--- src/rtl/hbus_pkg.sv ---
package hbus_pkg;
  typedef enum logic [1:0] {
    SQ_IDLE,
    SQ_REQ,
    SQ_WAIT,
    SQ_DONE
  } seq_state_t;
endpackage

--- src/rtl/hbus_sync.sv ---
module hbus_sync #(
  parameter int         W       = 1,
  parameter int         STAGES  = 2,
  parameter logic [W-1:0] RST_VAL = '0
) (
  input  logic         clk,
  input  logic         rst_n,
  input  logic [W-1:0] d,
  output logic [W-1:0] q
);
  logic [W-1:0] stg [STAGES];

  for (genvar g = 0; g < STAGES; g++) begin : g_stg
    logic [W-1:0] stg_d;
    if (g == 0) begin : g_first
      assign stg_d = d;
    end else begin : g_next
      assign stg_d = stg[g-1];
    end
    always_ff @(posedge clk or negedge rst_n) begin
      if (!rst_n) stg[g] <= RST_VAL;
      else        stg[g] <= stg_d;
    end
  end

  assign q = stg[STAGES-1];
endmodule

--- src/rtl/hbus_decode.sv ---
module hbus_decode #(
  parameter int AW = 8,
  parameter int DW = 8
) (
  input  logic          clk,
  input  logic          rst_n,
  input  logic          mode_ack,
  input  logic          mode_mux,
  input  logic          cs_s,
  input  logic          wr_s,
  input  logic          rd_s,
  input  logic          ale_s,
  input  logic [DW-1:0] data_s,
  input  logic [AW-1:0] addr_in,
  output logic          act,
  output logic          is_wr,
  output logic [AW-1:0] cur_addr
);
  logic [AW-1:0] lat_q, lat_d;
  logic          lat_en;

  // protocol decode of the synchronized pins
  always_comb begin
    if (mode_ack) begin
      act   = !cs_s && !wr_s;
      is_wr = !rd_s;
    end else begin
      act   = !cs_s && (!rd_s || !wr_s);
      is_wr = !wr_s;
    end
  end

  // address latch, fed from a data pipeline aligned with the latch enable
  assign lat_en = mode_mux && ale_s;
  always_comb begin
    lat_d = lat_q;
    if (lat_en) lat_d = data_s[AW-1:0];
  end

  always_ff @(posedge clk or negedge rst_n) begin
    if (!rst_n) lat_q <= '0;
    else        lat_q <= lat_d;
  end

  assign cur_addr = mode_mux ? lat_q : addr_in;
endmodule

--- src/rtl/hbus_seq.sv ---
module hbus_seq
  import hbus_pkg::*;
#(
  parameter int AW  = 8,
  parameter int DW  = 8,
  parameter int LAT = 2
) (
  input  logic          clk,
  input  logic          rst_n,
  input  logic          act,
  input  logic          is_wr,
  input  logic [AW-1:0] cur_addr,
  input  logic [DW-1:0] wr_data,
  input  logic [DW-1:0] rd_data,
  output logic          req_valid,
  output logic          req_write,
  output logic [AW-1:0] req_addr,
  output logic [DW-1:0] req_wdata,
  output logic          done,
  output logic [DW-1:0] rd_q
);
  localparam int CW = (LAT > 2) ? $clog2(LAT - 1) : 1;
  localparam logic [CW-1:0] CNT_LOAD = CW'(LAT - 2);

  seq_state_t    st_q, st_d;
  logic          act_q;
  logic [CW-1:0] cnt_q, cnt_d;
  logic          cap_en, rd_en;
  logic          wr_q;
  logic [AW-1:0] addr_q;
  logic [DW-1:0] wd_q, rdat_q;

  always_comb begin
    st_d   = st_q;
    cnt_d  = cnt_q;
    cap_en = 1'b0;
    rd_en  = 1'b0;
    unique case (st_q)
      SQ_IDLE: if (act && !act_q) begin
        st_d   = SQ_REQ;
        cap_en = 1'b1;
      end
      SQ_REQ: begin
        st_d  = SQ_WAIT;
        cnt_d = CNT_LOAD;
      end
      SQ_WAIT: begin
        if (cnt_q == '0) begin
          st_d  = SQ_DONE;
          rd_en = !wr_q;
        end else begin
          cnt_d = cnt_q - 1'b1;
        end
      end
      SQ_DONE: if (!act) st_d = SQ_IDLE;
      default: st_d = SQ_IDLE;
    endcase
  end

  always_ff @(posedge clk or negedge rst_n) begin
    if (!rst_n) begin
      st_q  <= SQ_IDLE;
      act_q <= 1'b0;
      cnt_q <= '0;
    end else begin
      st_q  <= st_d;
      act_q <= act;
      cnt_q <= cnt_d;
    end
  end

  always_ff @(posedge clk or negedge rst_n) begin
    if (!rst_n) begin
      wr_q   <= 1'b0;
      addr_q <= '0;
      wd_q   <= '0;
    end else if (cap_en) begin
      wr_q   <= is_wr;
      addr_q <= cur_addr;
      wd_q   <= wr_data;
    end
  end

  always_ff @(posedge clk or negedge rst_n) begin
    if (!rst_n)     rdat_q <= '0;
    else if (rd_en) rdat_q <= rd_data;
  end

  assign req_valid = (st_q == SQ_REQ);
  assign done      = (st_q == SQ_DONE);
  assign req_write = wr_q;
  assign req_addr  = addr_q;
  assign req_wdata = wd_q;
  assign rd_q      = rdat_q;
endmodule

--- src/rtl/hbus_drive.sv ---
module hbus_drive (
  input  logic mode_ack,
  input  logic cs_n,
  input  logic strb_wr,
  input  logic strb_rd,
  input  logic done,
  input  logic req_write,
  output logic data_oe,
  output logic hs_oe,
  output logic hs_out
);
  logic rd_pin_act;
  logic any_strb;

  // raw pins, so release needs no clock edge
  always_comb begin
    if (mode_ack) begin
      rd_pin_act = !strb_wr && strb_rd;
      any_strb   = !strb_wr;
    end else begin
      rd_pin_act = !strb_rd;
      any_strb   = !strb_rd || !strb_wr;
    end
  end

  assign data_oe = done && !req_write && !cs_n && rd_pin_act;
  assign hs_oe   = done && !cs_n && (mode_ack || any_strb);
  assign hs_out  = mode_ack ? strb_wr : 1'b1;
endmodule

--- src/rtl/hbus_slave.sv ---
module hbus_slave #(
  parameter int AW          = 8,
  parameter int DW          = 8,
  parameter int SYNC_STAGES = 2,
  parameter int LAT         = 2
) (
  input  logic          clk,
  input  logic          rst_n,
  input  logic          mode_ack,
  input  logic          mode_mux,
  input  logic          cs_n,
  input  logic          strb_wr,
  input  logic          strb_rd,
  input  logic [AW-1:0] addr_in,
  input  logic [DW-1:0] data_in,
  output logic [DW-1:0] data_out,
  output logic          data_oe,
  output logic          hs_out,
  output logic          hs_oe,
  output logic          req_valid,
  output logic          req_write,
  output logic [AW-1:0] req_addr,
  output logic [DW-1:0] req_wdata,
  input  logic [DW-1:0] rd_data
);
  localparam int NCTL = 4;

  logic            rst_ni;
  logic [NCTL-1:0] ctl_s;
  logic [DW-1:0]   data_s;
  logic            act, is_wr, done;
  logic [AW-1:0]   cur_addr;

  hbus_sync #(.W(1), .STAGES(2), .RST_VAL(1'b0)) u_rst (
    .clk(clk), .rst_n(rst_n), .d(1'b1), .q(rst_ni)
  );

  // order: {ale, rd, wr, cs}
  hbus_sync #(.W(NCTL), .STAGES(SYNC_STAGES), .RST_VAL(4'b0111)) u_ctl (
    .clk(clk), .rst_n(rst_ni),
    .d({addr_in[0], strb_rd, strb_wr, cs_n}),
    .q(ctl_s)
  );

  hbus_sync #(.W(DW), .STAGES(SYNC_STAGES), .RST_VAL('0)) u_dat (
    .clk(clk), .rst_n(rst_ni), .d(data_in), .q(data_s)
  );

  hbus_decode #(.AW(AW), .DW(DW)) u_dec (
    .clk(clk), .rst_n(rst_ni),
    .mode_ack(mode_ack), .mode_mux(mode_mux),
    .cs_s(ctl_s[0]), .wr_s(ctl_s[1]), .rd_s(ctl_s[2]), .ale_s(ctl_s[3]),
    .data_s(data_s), .addr_in(addr_in),
    .act(act), .is_wr(is_wr), .cur_addr(cur_addr)
  );

  hbus_seq #(.AW(AW), .DW(DW), .LAT(LAT)) u_seq (
    .clk(clk), .rst_n(rst_ni),
    .act(act), .is_wr(is_wr), .cur_addr(cur_addr),
    .wr_data(data_in), .rd_data(rd_data),
    .req_valid(req_valid), .req_write(req_write),
    .req_addr(req_addr), .req_wdata(req_wdata),
    .done(done), .rd_q(data_out)
  );

  hbus_drive u_drv (
    .mode_ack(mode_ack), .cs_n(cs_n), .strb_wr(strb_wr), .strb_rd(strb_rd),
    .done(done), .req_write(req_write),
    .data_oe(data_oe), .hs_oe(hs_oe), .hs_out(hs_out)
  );
endmodule

--- config.mk ---
export PLATFORM = sky130hd
export DESIGN_NAME = hbus_slave
export DESIGN_NICKNAME = d
export VERILOG_FILES = /design/src/rtl/hbus_pkg.sv /design/src/rtl/hbus_sync.sv /design/src/rtl/hbus_decode.sv /design/src/rtl/hbus_seq.sv /design/src/rtl/hbus_drive.sv /design/src/rtl/hbus_slave.sv
export SDC_FILE = /design/constraint.sdc
export NUM_CORES = 1
export LEC_CHECK = 0
export BUFFER_PORTS_ARGS = -buffer_cell sky130_fd_sc_hd__buf_2
export CORE_MARGIN = 8
export CORE_UTILIZATION = 46
export CTS_CLUSTER_DIAMETER = 40
export CTS_CLUSTER_SIZE = 20
export DETAILED_ROUTE_END_ITERATION = 6
export PLACE_DENSITY = 0.74
export SLEW_MARGIN = 10
export SYNTH_ARGS = -nofsm -noshare
export SYNTH_HDL_FRONTEND = slang
export SYNTH_SLANG_ARGS = --single-unit
--- constraint.sdc ---
create_clock -name clk -period 1.8 [get_ports clk]
set_input_delay 0.27 -clock clk [delete_from_list [all_inputs] [get_ports clk]]
set_output_delay 0.27 -clock clk [all_outputs]
set_load 0.01 [all_outputs]
* Yosys cells after proc, flatten, opt, wreduce, memory -nomap -nowiden *
Index checks and enable logic that the tools add are counted.

operators by class
  reductions and logical operators = 24
  eq/ne operators = 6
  add/sub/neg operators = 1
  divide/modulo/power cells = 0
  shift-type cells = 0
  order comparisons = 0
  bitwise logic cells = 0
  multiplexer cells = 16
  multipliers = 0

operators by type and width
  cell                                                    number
  logical AND 1 bit                                       10
  2-to-1 mux 1 bit                                        10
  logical NOT 1 bit                                       8
  2-to-1 mux 8 bit                                        1
  case mux 2 bit (4 select lines)                         1
  2-to-1 mux 2 bit                                        3
  equality test 2 bit (second input constant)             2
  inequality test 2 bit (second input constant)           2
  logical OR 1 bit                                        3
  AND reduction 3 bit                                     1
  equality test 2 x 1 -> 1 bit (second input constant)    1
  logical NOT 2 bit                                       1
  inequality test 2 x 1 -> 1 bit (second input constant)  1
  case mux 1 bit (2 select lines)                         1
  nonzero test 2 bit                                      1
  subtractor 1 bit (second input constant)                1

storage, ports and cells
  output and inout bits = 29
  memories = 0
  RAM bits = 0
  bits in latches = 0
  ROM bits = 0
  register bits after elaboration = 63
  word-level logic and storage cells = 61

* Depth between registers and ports, before layout *
  depth in word-level cells = 7
  gate-level depth with buffers = 6
  mapped depth without buffers = 5

* By module *
Synthesis repeated with hierarchy kept, for this count alone.

unflattened totals
  cells, all modules = 130
  area, all modules = 2327.2 µm²

modules (own cells, without submodules)
  module              times used  cells an instance  area each (µm²)  seq. area each (µm²)
  hbus_seq            1           68                 1158.6           700.7
  hbus_decode         1           29                 462.9            200.2
  hbus_sync at u_dat  1           16                 400.4            400.4
  hbus_sync at u_ctl  1           8                  207.7            207.7
  hbus_sync at u_rst  1           2                  50.0             50.0
  hbus_drive          1           6                  43.8             0.0
  hbus_slave          1           1                  3.8              0.0

* Worst setup path after synthesis *
No wires, ideal clock.

  path type = flip-flop to flip-flop
  start = register u_seq.st_q[0]
  end = register u_seq.wd_q[4], in the netlist u_seq.req_wdata[4]
  period minus slack after synthesis = 1.656 ns
  cell stages (with the launch flop) = 6
  arrival = 1.531 ns
  path slack = 0.144 ns
  library setup time = 0.125 ns
  path buffers = 1
  path through = dfrtp_1 > inv_1 > ha_1 > nor4b_4 > buf_6 > mux2_4

between the ends
  longest elaborated chain between the ends = 2

ends and longest elaborated chain
  item                    line            RTL
  start, declared         hbus_seq.sv:25  seq_state_t st_q, st_d;
  start signal, assigned  hbus_seq.sv:66  st_q <= st_d;
  logical NOT 2 bit       hbus_seq.sv:38  unique case (st_q)
  2-to-1 mux 1 bit        hbus_seq.sv:38
  end signal, assigned    hbus_seq.sv:80  wd_q <= wr_data;
  end, declared           hbus_seq.sv:31  logic [DW-1:0] wd_q, rdat_q;

Every way passes these cells.
A chain may end at the register's enable or synchronous reset.

* Worst setup path after layout *
  start = register u_seq.st_q[0]
  end = register u_seq.wd_q[3], in the netlist u_seq.req_wdata[3]

The elaborated chain is that of the path after synthesis.

==> metrics <==
Ys Warns 0; Logic pwr share 0.276; CTS buffer count 9; worst hold path endpoint u_dat.g_stg[1].stg_d[7]; diodes inserted 0; clk buf depth 2; CP endpoint kind flop; CP max FO 25; r2r startpoint u_seq.st_q[0]; R2R cell count 5; first drt pass iteration count 4; die area 7401 µm²; sequential-to-total area share from yosys stat 0.6911; Worst Path Arrival around 1.9 ns; Post-synth EDFFs 0; I/O Buffers 59; Highest Clock Rate 598.5 MHz; total routed wirelength 3.888 mm; Net Sw Frac 0.2829; Pins Over Slew Limit 0; share of cells above drive strength 1 0.5185; grt ovf 0; Post-Syn Instances roughly 140; hold path depth 1; main flop type after synthesis dfrtp_1; Hold Startpoint data_in[7]; Post-Synth Adder-Cell Area 0.02773; pre-CTS setup slack 0.1290 ns; Pwr Density 1572 nW/µm²; Post-synth ARST share 1.000; Cell Area, Synth 2256 µm²; DRC 0; antenna viol nets, final 0; leak pwr 1.380 nW; syn_nets 177; clk_lat worst skew approximately 0.32 ns; Root Driver clkbuf_8; largest cells by area after synthesis dfrtp_1, mux2_2, dfstp_2, mux2i_1, ha_1; Pint 3.244 mW; count leader, synth dfrtp_1; mux contribution to synthesized area 0.1852; Peak VDD IR 0.9344 mV; fillers 367; Psw 1.280 mW; Crit Path Category reg -> reg; clock slew at reported path FFs 0.07 ns; RSZ-0062 raised after global routing no; Synth area leader dfrtp_1; gpl congestion around 0.82; total power 4.524 mW; Layout area overhead 27.57%; # IOs 60; Post-CTS Setup Inserts 0; Reg area 1560 µm²; area of the multi-input gates roughly 650 µm²; CP Data Required Time 2.00 ns; Synth Area per Inst 16.00 µm²; final setup vio count 0; post_cts resized 0; pin count of the biggest net entering global routing between 60 and 70; Clock power frac 0.289; Synth Area in XOR/XNOR 0; final hold violations 0; # rows 25; Synth Area in Compound Gates 0.03106; sequential power share 0.435; DRT iter0 DRCs 34; post-synthesis register bit count between 60 and 70; drt via density 4.558; Startpoint Class flop; commonest cells in the netlist dfrtp_1, mux2_2, mux2i_1, nor2_1, a21oi_1; initial antenna violation count 0; core area 4723 µm²; outcome finished clean; Sum Neg Setup Slack 0 ns; H-tree Lvls 3; DIE WIDTH 86.03 µm; fin crit period 1.671 ns; largest family of logic cells by synthesized area multiplexers; Final period util 0.9282; initial core utilization 0.4776; R2R Setup Slk about 0.13 ns; Vias 1,290; post-route setup slack 0.1292 ns; number of global-route vias before repair 1,427; post-layout net count 247; Final Skew ~0.006 ns; clk sink count 62; Netlist cell types 21; Final HPWL DP 2.753 mm; top-area cell type share of the netlist area 0.6212; first-pass GRT wire length 6.610 mm; type of the most critical hold path in -> reg; Die Y around 86 µm; Synth Area in Simple Gates 0.04437; wire length per cell 13.74 µm; reg2reg end u_seq.req_wdata[3]; Max-Cap Viols 0; CTS tree done; GRT Total Usage 0.1153
cells by family (layout without fill, tap and decap cells):
| group | count (synthesis) | after routing |
|---|---|---|
| and+or+nand+nor | 18 | 18 |
| buffers and inverters | 7 | 82 |
| other | 1 | 1 |
| muxes | 37 | 37 |
| AOI/OAI and AO/OA | 11 | 11 |
| adders and majority gates | 5 | 5 |
| DFF | 62 | 62 |
power groups by stage:
stage | logic, mW | clock network [mW] | registers [mW]
finish | 1.25 | 1.31 | 1.97
global route | 1.40 | 1.41 | 2.01
CTS | 1.28 | 1.34 | 1.97
detailed placement | 1.27 | 0 | 1.99
global placement | 1.24 | 0 | 1.98
floorplan | 0.622 | 0 | 2.13
worst max path at each step:
stage | from | end | cells past startpoint
4_1_cts | u_seq.st_q[1] | data_oe | 4
3_5_place_dp | u_seq.st_q[0] | u_seq.req_wdata[7] | 5
3_3_place_gp | u_seq.st_q[0] | u_seq.req_wdata[2] | 5
6_report | u_seq.st_q[0] | u_seq.req_wdata[3] | 5
2_1_floorplan | u_seq.st_q[0] | u_seq.req_wdata[4] | 5
5_1_grt | u_seq.st_q[1] | data_oe | 4
cell usage in the layout, fill, tap and decap left out, types with 2 or more instances in the layout:
cell | synthesis | routed
buf_2 | 1 | 59
ha_1 | 5 | 5
mux2i_1 | 11 | 11
dfrtp_1 | 56 | 55
mux2_4 | 4 | 4
dfstp_2 | 6 | 6
clkbuf_1 | 1 | 2
nor2_1 | 11 | 11
clkinv_2 | 0 | 2
nand2_1 | 2 | 2
a21oi_1 | 9 | 9
buf_12 | 0 | 2
bufinv_16 | 0 | 2
clkbuf_8 | 0 | 10
inv_1 | 3 | 3
mux2_2 | 22 | 22
what timing repair did:
action / CTS / global route
hold endpoints to repair: 2 / 0
endpoints found under the setup margin: 0 / 0
hold buffers: 1 / 0
layer usage:
metal	vias to the layer above	wire length (µm)	global-route usage
li1	619	-	-
met1	621	1759	0.1380
met2	43	1776	0.1693
met3	7	294	0.05158
met4	0	57	0.06210
met5	-	0	0
layout make-up:
class                      instances  share of cell area
multi-input combinational         72              0.2274
tap                               67             0.02913
clock inverter                     4             0.02435
clock buffer                      12             0.05043
sequential                        62              0.5422
inverter                           3            0.003913
timing repair buffer              63              0.1226
registers in the layout, indices dropped and copies added (netlist names):
| name | flops |
|---|---|
| u_dec.lat_q | 8 |
| u_seq.rd_q | 8 |
| u_seq.act_q | 1 |
| u_rst.g_stg.stg_d | 1 |
| u_ctl.g_stg.stg_d | 4 |
| u_seq.st_q | 2 |
| u_dat.g_stg.stg_d | 8 |
| u_rst.q | 1 |
| u_seq.req_addr | 8 |
| u_seq.req_wdata | 8 |
| u_seq.req_write | 1 |
| u_ctl.q | 4 |
| u_dat.q | 8 |
critical path, stage by stage (launching register included):
cell and delay [ns]:
dfrtp_1 0.40, inv_1 0.13, ha_1 0.20, nor4b_4 0.27, buf_12 0.21, mux2_2 0.34
through the flow:
step / area, µm² / hold slack [ns] / util / cells
4_1_cts: 2878 / 0.04674 / 0.6093 / 283
2_1_floorplan: 2257 / -0.02559 / - / 141
6_report: 2878 / 0.06217 / 0.6093 / 283
3_5_place_dp: 2653 / 0.05701 / 0.5616 / 266
3_3_place_gp: 2653 / 0.05590 / 0.5616 / 266
5_1_grt: 2878 / 0.04032 / 0.6093 / 283
No activity file was read; power rests on OpenSTA's default activity.
